## src/rtl/qfb_pkg.sv

```systemverilog
package qfb_pkg;
  typedef enum logic {
    FS_IDLE = 1'b0,
    FS_WAIT = 1'b1
  } fill_state_e;
endpackage

```

## src/rtl/qfb_tag_cmp.sv

```systemverilog
module qfb_tag_cmp #(
  parameter int TAG_W = 14
) (
  input  logic [TAG_W-1:0] held_tag,
  input  logic             held_ok,
  input  logic [TAG_W-1:0] want_tag,
  output logic             match
);
  always_comb match = held_ok && (held_tag == want_tag);
endmodule

```

## src/rtl/qfb_fill_ctrl.sv

```systemverilog
module qfb_fill_ctrl
  import qfb_pkg::*;
#(
  parameter int TAG_W = 14
) (
  input  logic             clk,
  input  logic             rst,
  input  logic             redirect,
  input  logic             match,
  input  logic [TAG_W-1:0] want_tag,
  input  logic             mem_gnt,
  output logic             mem_req,
  output logic [TAG_W-1:0] mem_addr,
  output logic             fill_en,
  output logic             serve
);
  fill_state_e      state;
  logic             req_q;
  logic [TAG_W-1:0] addr_q;

  // serve only when idle: no word is offered while a line is outstanding
  always_comb begin
    serve   = (state == FS_IDLE) && match && !redirect;
    fill_en = (state == FS_WAIT) && mem_gnt && !redirect;
  end

  always_ff @(posedge clk) begin
    if (rst) begin
      state  <= FS_IDLE;
      req_q  <= 1'b0;
      addr_q <= '0;
    end else begin
      case (state)
        FS_IDLE: begin
          if (redirect || !match) begin
            state  <= FS_WAIT;
            req_q  <= 1'b1;
            addr_q <= want_tag;
          end
        end
        FS_WAIT: begin
          if (redirect) begin
            // retarget; any grant in this cycle is thrown away
            addr_q <= want_tag;
          end else if (mem_gnt) begin
            state <= FS_IDLE;
            req_q <= 1'b0;
          end
        end
        default: state <= FS_IDLE;
      endcase
    end
  end

  assign mem_req  = req_q;
  assign mem_addr = addr_q;
endmodule

```

## src/rtl/qfb_line_store.sv

```systemverilog
module qfb_line_store #(
  parameter int INSTR_W = 32,
  parameter int SLOTS   = 4,
  parameter int TAG_W   = 14,
  localparam int SLOT_W = $clog2(SLOTS),
  localparam int LINE_W = INSTR_W * SLOTS
) (
  input  logic               clk,
  input  logic               rst,
  input  logic               fill_en,
  input  logic [TAG_W-1:0]   fill_tag,
  input  logic [LINE_W-1:0]  fill_line,
  input  logic               drop,
  input  logic [SLOT_W-1:0]  rd_slot,
  input  logic               serve,
  output logic [TAG_W-1:0]   held_tag,
  output logic               held_ok,
  output logic [INSTR_W-1:0] instr,
  output logic               instr_valid
);
  logic [INSTR_W-1:0] fill_lane [SLOTS];
  logic [INSTR_W-1:0] lane_mem  [SLOTS];

  genvar g;
  generate
    for (g = 0; g < SLOTS; g++) begin : g_unpack
      assign fill_lane[g] = fill_line[g*INSTR_W +: INSTR_W];
    end
  endgenerate

  // one-cycle write of all lanes, registered read
  always_ff @(posedge clk) begin
    if (fill_en) begin
      for (int k = 0; k < SLOTS; k++) lane_mem[k] <= fill_lane[k];
    end
    instr <= lane_mem[rd_slot];
  end

  always_ff @(posedge clk) begin
    if (rst) begin
      held_ok     <= 1'b0;
      held_tag    <= '0;
      instr_valid <= 1'b0;
    end else begin
      instr_valid <= serve;
      if (drop) begin
        held_ok <= 1'b0;
      end else if (fill_en) begin
        held_ok  <= 1'b1;
        held_tag <= fill_tag;
      end
    end
  end
endmodule

```

## src/rtl/quad_fetch_buffer.sv

```systemverilog
module quad_fetch_buffer #(
  parameter int ADDR_W  = 16,
  parameter int INSTR_W = 32,
  parameter int SLOTS   = 4,
  localparam int SLOT_W = $clog2(SLOTS),
  localparam int TAG_W  = ADDR_W - SLOT_W,
  localparam int LINE_W = INSTR_W * SLOTS
) (
  input  logic               clk,
  input  logic               rst,
  input  logic [ADDR_W-1:0]  pc,
  input  logic               redirect,
  output logic               mem_req,
  output logic [TAG_W-1:0]   mem_addr,
  input  logic               mem_gnt,
  input  logic [LINE_W-1:0]  mem_rdata,
  output logic [INSTR_W-1:0] instr,
  output logic               instr_valid
);
  logic [TAG_W-1:0]  pc_tag;
  logic [SLOT_W-1:0] pc_slot;
  logic [TAG_W-1:0]  held_tag;
  logic              held_ok;
  logic              match;
  logic              fill_en;
  logic              serve;

  assign pc_tag  = pc[ADDR_W-1:SLOT_W];
  assign pc_slot = pc[SLOT_W-1:0];

  qfb_tag_cmp #(.TAG_W(TAG_W)) u_cmp (
    .held_tag (held_tag),
    .held_ok  (held_ok),
    .want_tag (pc_tag),
    .match    (match)
  );

  qfb_fill_ctrl #(.TAG_W(TAG_W)) u_ctrl (
    .clk      (clk),
    .rst      (rst),
    .redirect (redirect),
    .match    (match),
    .want_tag (pc_tag),
    .mem_gnt  (mem_gnt),
    .mem_req  (mem_req),
    .mem_addr (mem_addr),
    .fill_en  (fill_en),
    .serve    (serve)
  );

  qfb_line_store #(
    .INSTR_W (INSTR_W),
    .SLOTS   (SLOTS),
    .TAG_W   (TAG_W)
  ) u_store (
    .clk         (clk),
    .rst         (rst),
    .fill_en     (fill_en),
    .fill_tag    (mem_addr),
    .fill_line   (mem_rdata),
    .drop        (redirect),
    .rd_slot     (pc_slot),
    .serve       (serve),
    .held_tag    (held_tag),
    .held_ok     (held_ok),
    .instr       (instr),
    .instr_valid (instr_valid)
  );
endmodule

```

## config.mk

```make
export PLATFORM = sky130hd
export DESIGN_NAME = quad_fetch_buffer
export DESIGN_NICKNAME = d
export VERILOG_FILES = /design/src/rtl/qfb_pkg.sv /design/src/rtl/qfb_tag_cmp.sv /design/src/rtl/qfb_fill_ctrl.sv /design/src/rtl/qfb_line_store.sv /design/src/rtl/quad_fetch_buffer.sv
export SDC_FILE = /design/constraint.sdc
export NUM_CORES = 1
export LEC_CHECK = 0
export ABC_CLOCK_PERIOD_IN_PS = 6200
export BUFFER_PORTS_ARGS = -buffer_cell sky130_fd_sc_hd__buf_2
export CORE_MARGIN = 3
export CORE_UTILIZATION = 46
export CTS_BUF_LIST = sky130_fd_sc_hd__clkbuf_16
export DETAILED_ROUTE_END_ITERATION = 6
export HOLD_SLACK_MARGIN = 0.15
export PLACE_DENSITY = 0.75
export SLEW_MARGIN = 10
export SYNTH_ARGS = -nofsm -noshare
export SYNTH_HDL_FRONTEND = slang
export SYNTH_SLANG_ARGS = --single-unit
```

## constraint.sdc

```tcl
create_clock -name clk -period 6.2 [get_ports clk]
set_input_delay 1.24 -clock clk [delete_from_list [all_inputs] [get_ports clk]]
set_output_delay 1.24 -clock clk [all_outputs]
set_load 0.1 [all_outputs]
```

==> results of run 1 <==
-- worst max-delay path: cells and delay by family --
kind / cells / cell delay, ps
buffers and inverters: 4 / 1610
and+or+nand+nor: 1 / 500
-- synth_stat cells (all sizes together) (4+ instances only) --
| master | n |
|---|---|
| a21oi | 15 |
| buf | 5 |
| clkbuf | 10 |
| dfxtp | 64 |
| edfxtp | 128 |
| inv | 4 |
| mux2i | 14 |
| mux4 | 32 |
| nand2 | 30 |
| nand2b | 26 |
| xnor2 | 5 |
| xor2 | 6 |
-- cells by family (layout without fill, tap and decap cells) --
family                 after synthesis  count (layout)
AO/OA/AOI/OAI                       20              20
buffers and inverters               21             236
multiplexers                        46              46
XOR/XNOR                            11              11
AND/OR/NAND/NOR                     68              68
flip-flops                         192             192
-- through the flow --
stage	setup slack, ps	total power, W
floorplan	365	0.00171
global placement	2530	0.00179
detailed placement	2420	0.00180
CTS	2900	0.00281
global route	2640	0.00288
finish	2880	0.00278
-- placed cells by master, fill, tap and decap left out, drive strengths merged, types with 2 or more instances in the layout --
master    n
nor4      2
nor3      2
nand3     2
a21oi    15
xor2      6
or2b      2
mux4     32
nand2b   26
edfxtp  128
nand2    30
clkbuf   19
xnor2     5
clkinv    7
inv      11
buf     198
dfxtp    64
mux2i    14
-- cell type report --
class	instances	share of cell area (%)
clock buffer	19	5.67
multi-input combinational	145	17.3
clock inverter	13	0.940
inverter	6	0.328
timing repair buffer	198	11.9
sequential	192	61.1
tap	180	2.69
-- how the worst max path moves through the flow --
stage               startpoint                      end  slack, ps  cells after the start
floorplan             redirect   u_store.lane_mem[0][0]        360                      4
global placement      redirect  u_store.lane_mem[0][13]       2530                      5
detailed placement    redirect  u_store.lane_mem[0][13]       2420                      5
CTS                   redirect  u_store.lane_mem[0][10]       2900                      5
global route          redirect  u_store.lane_mem[0][10]       2640                      5
finish                redirect  u_store.lane_mem[0][10]       2880                      5
-- registers in the layout, indices dropped and copies added, names as in the netlist --
signal               count
u_store.lane_mem       128
u_ctrl.mem_req           1
u_store.instr_valid      1
u_store.held_ok          1
u_ctrl.state             1
u_store.held_tag        14
u_ctrl.mem_addr         14
u_store.instr           32
-- per-layer routing --
layer	GRT usage, %	up-vias
li1	-	1747
met3	5.35	14
met1	21.6	1825
met4	4.98	0
met2	26.1	137
met5	0	-
-- power by group --
| group | internal (W) | total, W | switching [W] |
|---|---|---|---|
| logic | 0.0000874 | 0.000328 | 0.000240 |
| registers | 0.00142 | 0.00144 | 0.0000174 |
| clock network | 0.000587 | 0.00102 | 0.000431 |
==> run_results.csv, run 1 <==
group,metric,value,unit
outcome,status,"complete, no violations",
floorplanning,dieWidth,126,microns
detailed_routing,wl_per_cell,17.0,microns
critical_path,cpPeakStageDelay,1000,ps
detailed_routing,dr.pass1.iters,4,
global_routing,overflow,0,
detailed_routing,wl_met3,877,microns
synth,yosysWarnings,0,
power,power.density,332,nW/um^2
floorplanning,coreArea,14000,sq um
clock_network,cts_made_buffers,17,
critical_path,cp_cell_sequence,"buf_2 -> clkinv_1 -> nand3_1 -> inv_6 -> buf_4",
finish,nets,708,
critical_path,cpMaxStageDelayCell,"inv_6",
timing,rsz0062_at_grt,"no",
power,p_leak,3.25,nW
worst_hold_path,hp-start,"u_ctrl.mem_req",
clock_network,cts-resized-gates,0,
synth,async_reset_ff_share,0,%
synth,yosys.area_share.simple,5.44,%
finish,utilization,59.7,%
clock_network,clockBufferDepth,2,
worst_hold_path,holdPathEnd,"u_ctrl.mem_req",
critical_path,critPathRequiredTime,6290,ps
global_routing,grt_pass1_wl,20100,microns
synth,ys_types,29,
synth,synth_top_area_share,57.6,%
critical_path,end_kind,"flop",
critical_path,ff2ff_setup_slack,3350,ps
clock_network,holdBufCountCts,0,
synth,synth_edf_count,128,
placement,io_buffers,195,
detailed_routing,drc,0,
placement,placed_area,7830,sq um
timing,max_freq,0.301,GHz
placement,dp.cells,721,
timing,slew-limit-headroom,29.9,%
critical_path,r2r_cells,3,
finish,num_antenna_cells,0,
detailed_routing,wl_met1,5500,microns
finish,final_layout_size_suffix_gt1_share,44.9,%
synth,synth_ff_type,"edfxtp_1",
synth,ys_top_cells_by_area,"edfxtp_1 (58%), dfxtp_1 (19%), mux4_2 (11%)",
global_routing,grt_max_degree,124,
clock_network,htreeDepth,4,
floorplanning,ios,196,
synth,synth_top_family_by_area,"multiplexers",
floorplanning,start_util,47.5,%
global_routing,grt_pass1_vias,3900,
floorplanning,rows,43,
timing,whs,457,ps
clock_network,path_clk_slew,60,ps
timing,period_share,53.5,%
synth,synthXorXnorAreaFrac,1.44,%
synth,synthMuxAreaShare,12.9,%
critical_path,r2r-start,"u_ctrl.state",
detailed_routing,vias,3723,
timing,hold_violations,0,
job,maxCapViolations,0,
clock_network,cts_tree,"built",
finish,multi_input_area,1450,sq um
finish,fillers,1062,
clock_network,post_cts_buffers,0,
detailed_routing,ant_nets,0,
timing,fin_tns_setup,0,ps
detailed_routing,wl,12800,microns
synth,synth_fa_ha_area_share,0,%
synth,yosys_register_bits,192,
timing,setup_viol,0,
global_routing,antenna_found_initial,0,
floorplanning,die_area,16000,sq um
placement,gp_congestion,0.797,
synth,yosysTopAreaCell,"edfxtp_1",
detailed_routing,routed.top_layer,"met4",
worst_hold_path,hold_path.class,"reg -> reg",
critical_path,crit_arrival,3410,ps
floorplanning,fp.dieH,126,microns
global_routing,grt.total_usage,16.4,%
timing,worst_pin_slew,1050,ps
detailed_routing,viasPerCell,4.94,
finish,area_growth,25.7,%
synth,avgSynthCellArea,18.6,sq um
timing,skew,11.0,ps
finish,final_area,8380,sq um
power,peakVddDrop,0.196,mV
finish,finalNonFillerCells,753,
synth,synth.yosys.seq_area_share,76.8,%
timing,drv_slew,0,
critical_path,start_kind,"primary input",
synth,syn-cell-area,6670,sq um
clock_network,clock_latency,420,ps
detailed_routing,wl_met2,6290,microns
critical_path,cp_max_fo,123,
critical_path,worstSetupPathType,"in -> reg",
critical_path,r2r_end,"u_store.lane_mem[0][10]",
timing,layout_min_cycle_time,3320,ps
finish,regArea,5120,sq um
synth,synthCells,358,
placement,dp_hpwl,8690,microns
detailed_routing,drtIter0Drc,203,
clock_network,cts_sinks,192,
clock_network,root_buffer,"clkbuf_16",
synth,synth_compound_area_share,2.01,%
synth,syn_nets,506,
worst_hold_path,hold_depth,2,
Note: power is estimated with default switching activity, not from simulation.
==> inputs of run 2 (changes only) <==
--- a/config.mk
+++ b/config.mk
@@ -5,7 +5,7 @@
 export SDC_FILE = /design/constraint.sdc
 export NUM_CORES = 1
 export LEC_CHECK = 0
-export ABC_CLOCK_PERIOD_IN_PS = 6200
+export ABC_CLOCK_PERIOD_IN_PS = 2750
 export BUFFER_PORTS_ARGS = -buffer_cell sky130_fd_sc_hd__buf_2
 export CORE_MARGIN = 3
 export CORE_UTILIZATION = 46
==> constraint.sdc (replaced) <==
create_clock -name clk -period 2.75 [get_ports clk]
set_input_delay 0.55 -clock clk [delete_from_list [all_inputs] [get_ports clk]]
set_output_delay 0.55 -clock clk [all_outputs]
set_load 0.1 [all_outputs]
==> run_results.csv, run 2 (same netlist as run 1, synthesis figures left out) <==
group,metric,value,unit
power,power.density,755,nW/um^2
floorplanning,dieWidth,126,microns
worst_hold_path,hold_path.class,"in -> reg",
global_routing,grt_pass1_vias,4033,
timing,worst_pin_slew,631,ps
timing,setup_viol,0,
clock_network,cts_tree,"built",
detailed_routing,drtIter0Drc,237,
finish,utilization,60.5,%
finish,final_area,8500,sq um
detailed_routing,dr.pass1.iters,4,
timing,period_share,69.9,%
clock_network,htreeDepth,4,
clock_network,post_cts_buffers,0,
clock_network,holdBufCountCts,0,
critical_path,cp_max_fo,8,
floorplanning,start_util,47.5,%
clock_network,path_clk_slew,70,ps
placement,dp_hpwl,8980,microns
critical_path,cp_cell_sequence,"inv_1 -> o22ai_1 -> or4_4 -> o41ai_4 -> buf_4 -> mux2i_1",
job,maxCapViolations,0,
finish,final_cell_mix,"buf_2 (195), edfxtp_1 (128), dfxtp_1 (64)",
critical_path,crit_buf_inv,2,
detailed_routing,wl_per_cell,17.0,microns
finish,multi_input_area,1450,sq um
clock_network,clockBufferDepth,2,
critical_path,cpMaxStageDelayCell,"or4_4",
critical_path,ff2ff_setup_slack,830,ps
clock_network,cts_made_buffers,17,
global_routing,grt.total_usage,16.6,%
floorplanning,ios,196,
finish,area_growth,27.4,%
global_routing,antenna_found_initial,1,
timing,hold_violations,0,
placement,io_buffers,195,
critical_path,crit_arrival,2270,ps
clock_network,root_buffer,"clkbuf_16",
critical_path,end_kind,"flop",
floorplanning,die_area,16000,sq um
critical_path,r2r-start,"u_store.held_tag[7]",
clock_network,cts-resized-gates,0,
detailed_routing,drc,0,
critical_path,r2r_end,"u_ctrl.mem_addr[8]",
power,peakVddDrop,0.571,mV
timing,skew,10.3,ps
critical_path,cpPeakStageDelay,570,ps
critical_path,r2r_cells,6,
timing,layout_min_cycle_time,1920,ps
finish,num_antenna_cells,0,
finish,fillers,1042,
placement,placed_area,7910,sq um
placement,gp_congestion,0.844,
critical_path,critPathRequiredTime,3100,ps
outcome,status,"complete, no violations",
finish,largest_reg_flops,128,
critical_path,endpoint,"u_ctrl.mem_addr[8]",
timing,rsz0062_at_grt,"no",
finish,regArea,5120,sq um
critical_path,startpoint,"u_store.held_tag[7]",
global_routing,grt_pass1_wl,20400,microns
detailed_routing,ant_nets,0,
clock_network,cts_sinks,192,
detailed_routing,viasPerCell,5.00,
critical_path,cp_top_family,"simple AND/OR/NAND/NOR gates",
timing,max_freq,0.520,GHz
critical_path,worstSetupPathType,"reg -> reg",
global_routing,overflow,0,
finish,top_regs,"u_store.lane_mem x128, u_store.instr x32",
timing,fin_tns_setup,0,ps
detailed_routing,wl,12900,microns
finish,mostFrequentLayoutCell,"buf_2",
floorplanning,rows,43,
detailed_routing,vias,3793,
critical_path,start_kind,"flop",
finish,nets,714,
clock_network,clock_latency,430,ps
floorplanning,fp.dieH,126,microns
timing,drv_slew,0,
finish,regMostFlops,"u_store.lane_mem",
critical_path,crit_cells,6,
floorplanning,coreArea,14000,sq um
finish,final_layout_size_suffix_gt1_share,46.8,%
timing,slew-limit-headroom,58.0,%
power,p_leak,3.29,nW
global_routing,grt_max_degree,55,
==> run 2: how the worst min path moves through the flow <==
stage	end	slack (ps)	cells past startpoint	startpoint
3_3_place_gp	u_store.held_tag[0]	440	2	u_store.held_tag[0]
3_5_place_dp	u_store.held_tag[7]	450	2	u_store.held_tag[7]
2_1_floorplan	u_store.held_tag[0]	440	2	u_store.held_tag[0]
6_report	u_store.lane_mem[3][8]	290	1	mem_rdata[104]
5_1_grt	u_store.lane_mem[0][1]	270	1	mem_rdata[1]
4_1_cts	u_store.lane_mem[3][10]	270	1	mem_rdata[106]
==> run 2: area by class of cell <==
type,instances,share of cell area (%)
Multi-Input combinational cell,145,17.1
Timing Repair Buffer,204,12.7
Clock inverter,14,1.62
Tap cell,180,2.65
Inverter,6,0.294
Sequential cell,192,60.3
Clock buffer,18,5.30
==> run 2: power by group <==
group	total, W	switching [W]	leakage (nW)	internal (W)
Combinational	0.000749	0.000543	1.29	0.000206
Clock	0.00243	0.00104	0.291	0.00139
Sequential	0.00323	0.0000376	1.71	0.00320
Total	0.00641	0.00162	3.29	0.00479
==> run 2: through the flow <==
step | total power (W) | instances | hold WS [ps] | setup WS, ps
floorplan | 0.00384 | 358 | 436 | 368
global placement | 0.00404 | 727 | 444 | 539
detailed placement | 0.00405 | 727 | 450 | 509
CTS | 0.00647 | 759 | 275 | 842
global route | 0.00663 | 759 | 271 | 696
finish | 0.00641 | 759 | 294 | 827
==> run 2: per-layer routing <==
| metal | vias up | global-route usage (%) | wire length (microns) |
|---|---|---|---|
| met1 | 1843 | 20.8 | 5100 |
| met2 | 163 | 26.3 | 6340 |
| met3 | 18 | 6.91 | 1260 |
| met4 | 2 | 5.43 | 209 |
| met5 | - | 0 | 7 |
| li1 | 1767 | - | - |
==> run 2: worst reg2reg max path, stage by stage (launching register included) <==
cell and delay (ps):
dfxtp_1 310, inv_1 110, o22ai_1 100, or4_4 570
o41ai_4 320, buf_4 250, mux2i_1 200
==> inputs of run 3 (changes only) <==
--- a/config.mk
+++ b/config.mk
@@ -5,14 +5,14 @@
 export SDC_FILE = /design/constraint.sdc
 export NUM_CORES = 1
 export LEC_CHECK = 0
-export ABC_CLOCK_PERIOD_IN_PS = 2750
+export ABC_CLOCK_PERIOD_IN_PS = 2000
 export BUFFER_PORTS_ARGS = -buffer_cell sky130_fd_sc_hd__buf_2
 export CORE_MARGIN = 3
-export CORE_UTILIZATION = 46
+export CORE_UTILIZATION = 51
 export CTS_BUF_LIST = sky130_fd_sc_hd__clkbuf_16
 export DETAILED_ROUTE_END_ITERATION = 6
 export HOLD_SLACK_MARGIN = 0.15
-export PLACE_DENSITY = 0.75
+export PLACE_DENSITY = 0.79
 export SLEW_MARGIN = 10
 export SYNTH_ARGS = -nofsm -noshare
 export SYNTH_HDL_FRONTEND = slang
==> constraint.sdc (replaced) <==
create_clock -name clk -period 2 [get_ports clk]
set_input_delay 0.4 -clock clk [delete_from_list [all_inputs] [get_ports clk]]
set_output_delay 0.4 -clock clk [all_outputs]
set_load 0.1 [all_outputs]
==> run_results.csv, run 3 (same netlist as run 1, synthesis figures left out) <==
group,metric,value,unit
floorplanning,start_util,52.4,%
timing,slew-limit-headroom,57.5,%
timing,hold_violations,0,
floorplanning,dieWidth,120,microns
detailed_routing,wl_met3,1300,microns
timing,max_freq,0.513,GHz
clock_network,cts_tree,"built",
power,power.total,0.00937,W
critical_path,cp_max_fo,6,
critical_path,crit_buf_inv,1,
critical_path,critPathRequiredTime,2340,ps
finish,fillers,721,
finish,regMostFlops,"u_store.lane_mem",
finish,mostFrequentLayoutCell,"buf_2",
detailed_routing,dr.pass1.iters,5,
clock_network,htreeDepth,4,
critical_path,worstSetupPathType,"reg -> reg",
global_routing,overflow,0,
finish,top_regs,"u_store.lane_mem x128, u_store.instr x32",
worst_hold_path,holdPathEnd,"u_store.lane_mem[1][10]",
detailed_routing,vias,4448,
timing,whs,173,ps
detailed_routing,drtIter0Drc,259,
timing,drv_slew,0,
critical_path,r2r_cells,5,
global_routing,antenna_found_initial,1,
detailed_routing,ant_nets,0,
worst_hold_path,hold_path.class,"in -> reg",
detailed_routing,wl,16600,microns
finish,final_layout_size_suffix_gt1_share,40.7,%
finish,multi_input_area,1470,sq um
global_routing,grt.total_usage,23.3,%
placement,pre_cts_ws,-72.6,ps
timing,period_share,97.5,%
finish,finalNonFillerCells,871,
power,p_leak,3.83,nW
global_routing,grt_pass1_vias,4684,
worst_hold_path,hp-start,"mem_rdata[42]",
floorplanning,fp.dieH,120,microns
detailed_routing,routed.top_layer,"met4",
floorplanning,die_area,14500,sq um
floorplanning,rows,41,
clock_network,cts_made_buffers,17,
timing,setup_ws,50.9,ps
critical_path,cpMaxStageDelayCell,"or4_4",
floorplanning,ios,196,
timing,layout_min_cycle_time,1950,ps
global_routing,grt_pass1_wl,25200,microns
power,power.density,957,nW/um^2
placement,dp_hpwl,9170,microns
placement,gp_congestion,0.818,
critical_path,end_kind,"flop",
detailed_routing,drc,0,
detailed_routing,wl_met1,6250,microns
clock_network,path_clk_slew,70,ps
timing,worst_pin_slew,637,ps
clock_network,cts_sinks,192,
critical_path,cp_cell_sequence,"xor2_2 -> or4_4 -> o41ai_4 -> buf_6 -> mux2i_1",
clock_network,clockBufferDepth,2,
worst_hold_path,hold_depth,1,
critical_path,crit_arrival,2290,ps
placement,io_buffers,195,
power,peakVddDrop,1.18,mV
finish,utilization,77.0,%
finish,largest_reg_flops,128,
job,maxCapViolations,0,
clock_network,clock_latency,430,ps
detailed_routing,wl_per_cell,19.1,microns
timing,skew,8.74,ps
critical_path,r2r_end,"u_ctrl.mem_addr[12]",
critical_path,ff2ff_setup_slack,50,ps
finish,final_cell_mix,"buf_2 (195), edfxtp_1 (128), dlygate4sd3_1 (113)",
critical_path,cpPeakStageDelay,550,ps
finish,regArea,5130,sq um
outcome,status,"complete, no violations",
finish,area_growth,46.8,%
detailed_routing,viasPerCell,5.11,
critical_path,r2r-start,"u_store.held_tag[10]",
detailed_routing,wl_met2,8670,microns
critical_path,cp_top_family,"simple AND/OR/NAND/NOR gates",
floorplanning,coreArea,12700,sq um
finish,nets,833,
clock_network,root_buffer,"clkbuf_16",
critical_path,start_kind,"flop",
timing,setup_viol,0,
global_routing,grt_max_degree,47,
placement,dp.cells,723,
-- run 3: changes by cell type in the layout (fill, tap and decap cells not counted), sizes merged, moves of 2 or more --
cell	previous run	this run
clkinv	7	1
dlygate4sd3	0	113
buf	204	210
inv	9	11
bufinv	2	5
clkinvlp	2	4
-- run 3: how the worst max path moves through the flow --
stage | from | endpoint | slack [ps] | cells after the start
2_1_floorplan | pc[10] | u_ctrl.mem_addr[10] | 2 | 6
3_3_place_gp | pc[10] | u_ctrl.mem_addr[3] | -30 | 7
3_5_place_dp | pc[10] | u_ctrl.mem_addr[3] | -70 | 7
4_1_cts | u_store.held_tag[12] | u_ctrl.mem_addr[3] | 110 | 6
5_1_grt | u_store.held_tag[0] | u_ctrl.mem_addr[2] | -30 | 6
6_report | u_store.held_tag[10] | u_ctrl.mem_addr[12] | 50 | 5
-- run 3: cell type report --
class                           count  share of cell area (%)
Sequential cell                   192                    52.4
Timing Repair Buffer              323                    23.5
Multi-Input combinational cell    145                    15.0
Clock buffer                       17                    4.35
Clock inverter                     15                    2.22
Tap cell                          172                    2.20
Inverter                            6                   0.281
Antenna cell                        1                  0.0256
-- run 3: what timing repair did --
action,4_1_cts,5_1_grt
setup endpoints to repair,0,14
hold endpoints to repair,103,10
resized for setup,0,10
setup buffers,0,2
hold buffers,103,10
-- run 3: report_power, final --
| group | switching, W | internal, W | total (W) |
|---|---|---|---|
| logic | 0.000812 | 0.000442 | 0.00125 |
| clock network | 0.00144 | 0.00222 | 0.00366 |
| registers | 0.0000620 | 0.00440 | 0.00446 |
-- run 3: through the flow --
stage	setup TNS [ps]	cell area (sq um)
6_report	0	9790
3_3_place_gp	-230	7970
3_5_place_dp	-268	7970
5_1_grt	-25.7	9790
2_1_floorplan	0	6680
4_1_cts	0	9640
-- run 3: per-layer routing --
| metal | vias up | GRT usage [%] |
|---|---|---|
| met1 | 2167 | 28.5 |
| li1 | 2014 | - |
| met2 | 236 | 39.9 |
| met5 | - | 0 |
| met3 | 31 | 6.88 |
| met4 | 0 | 8.29 |
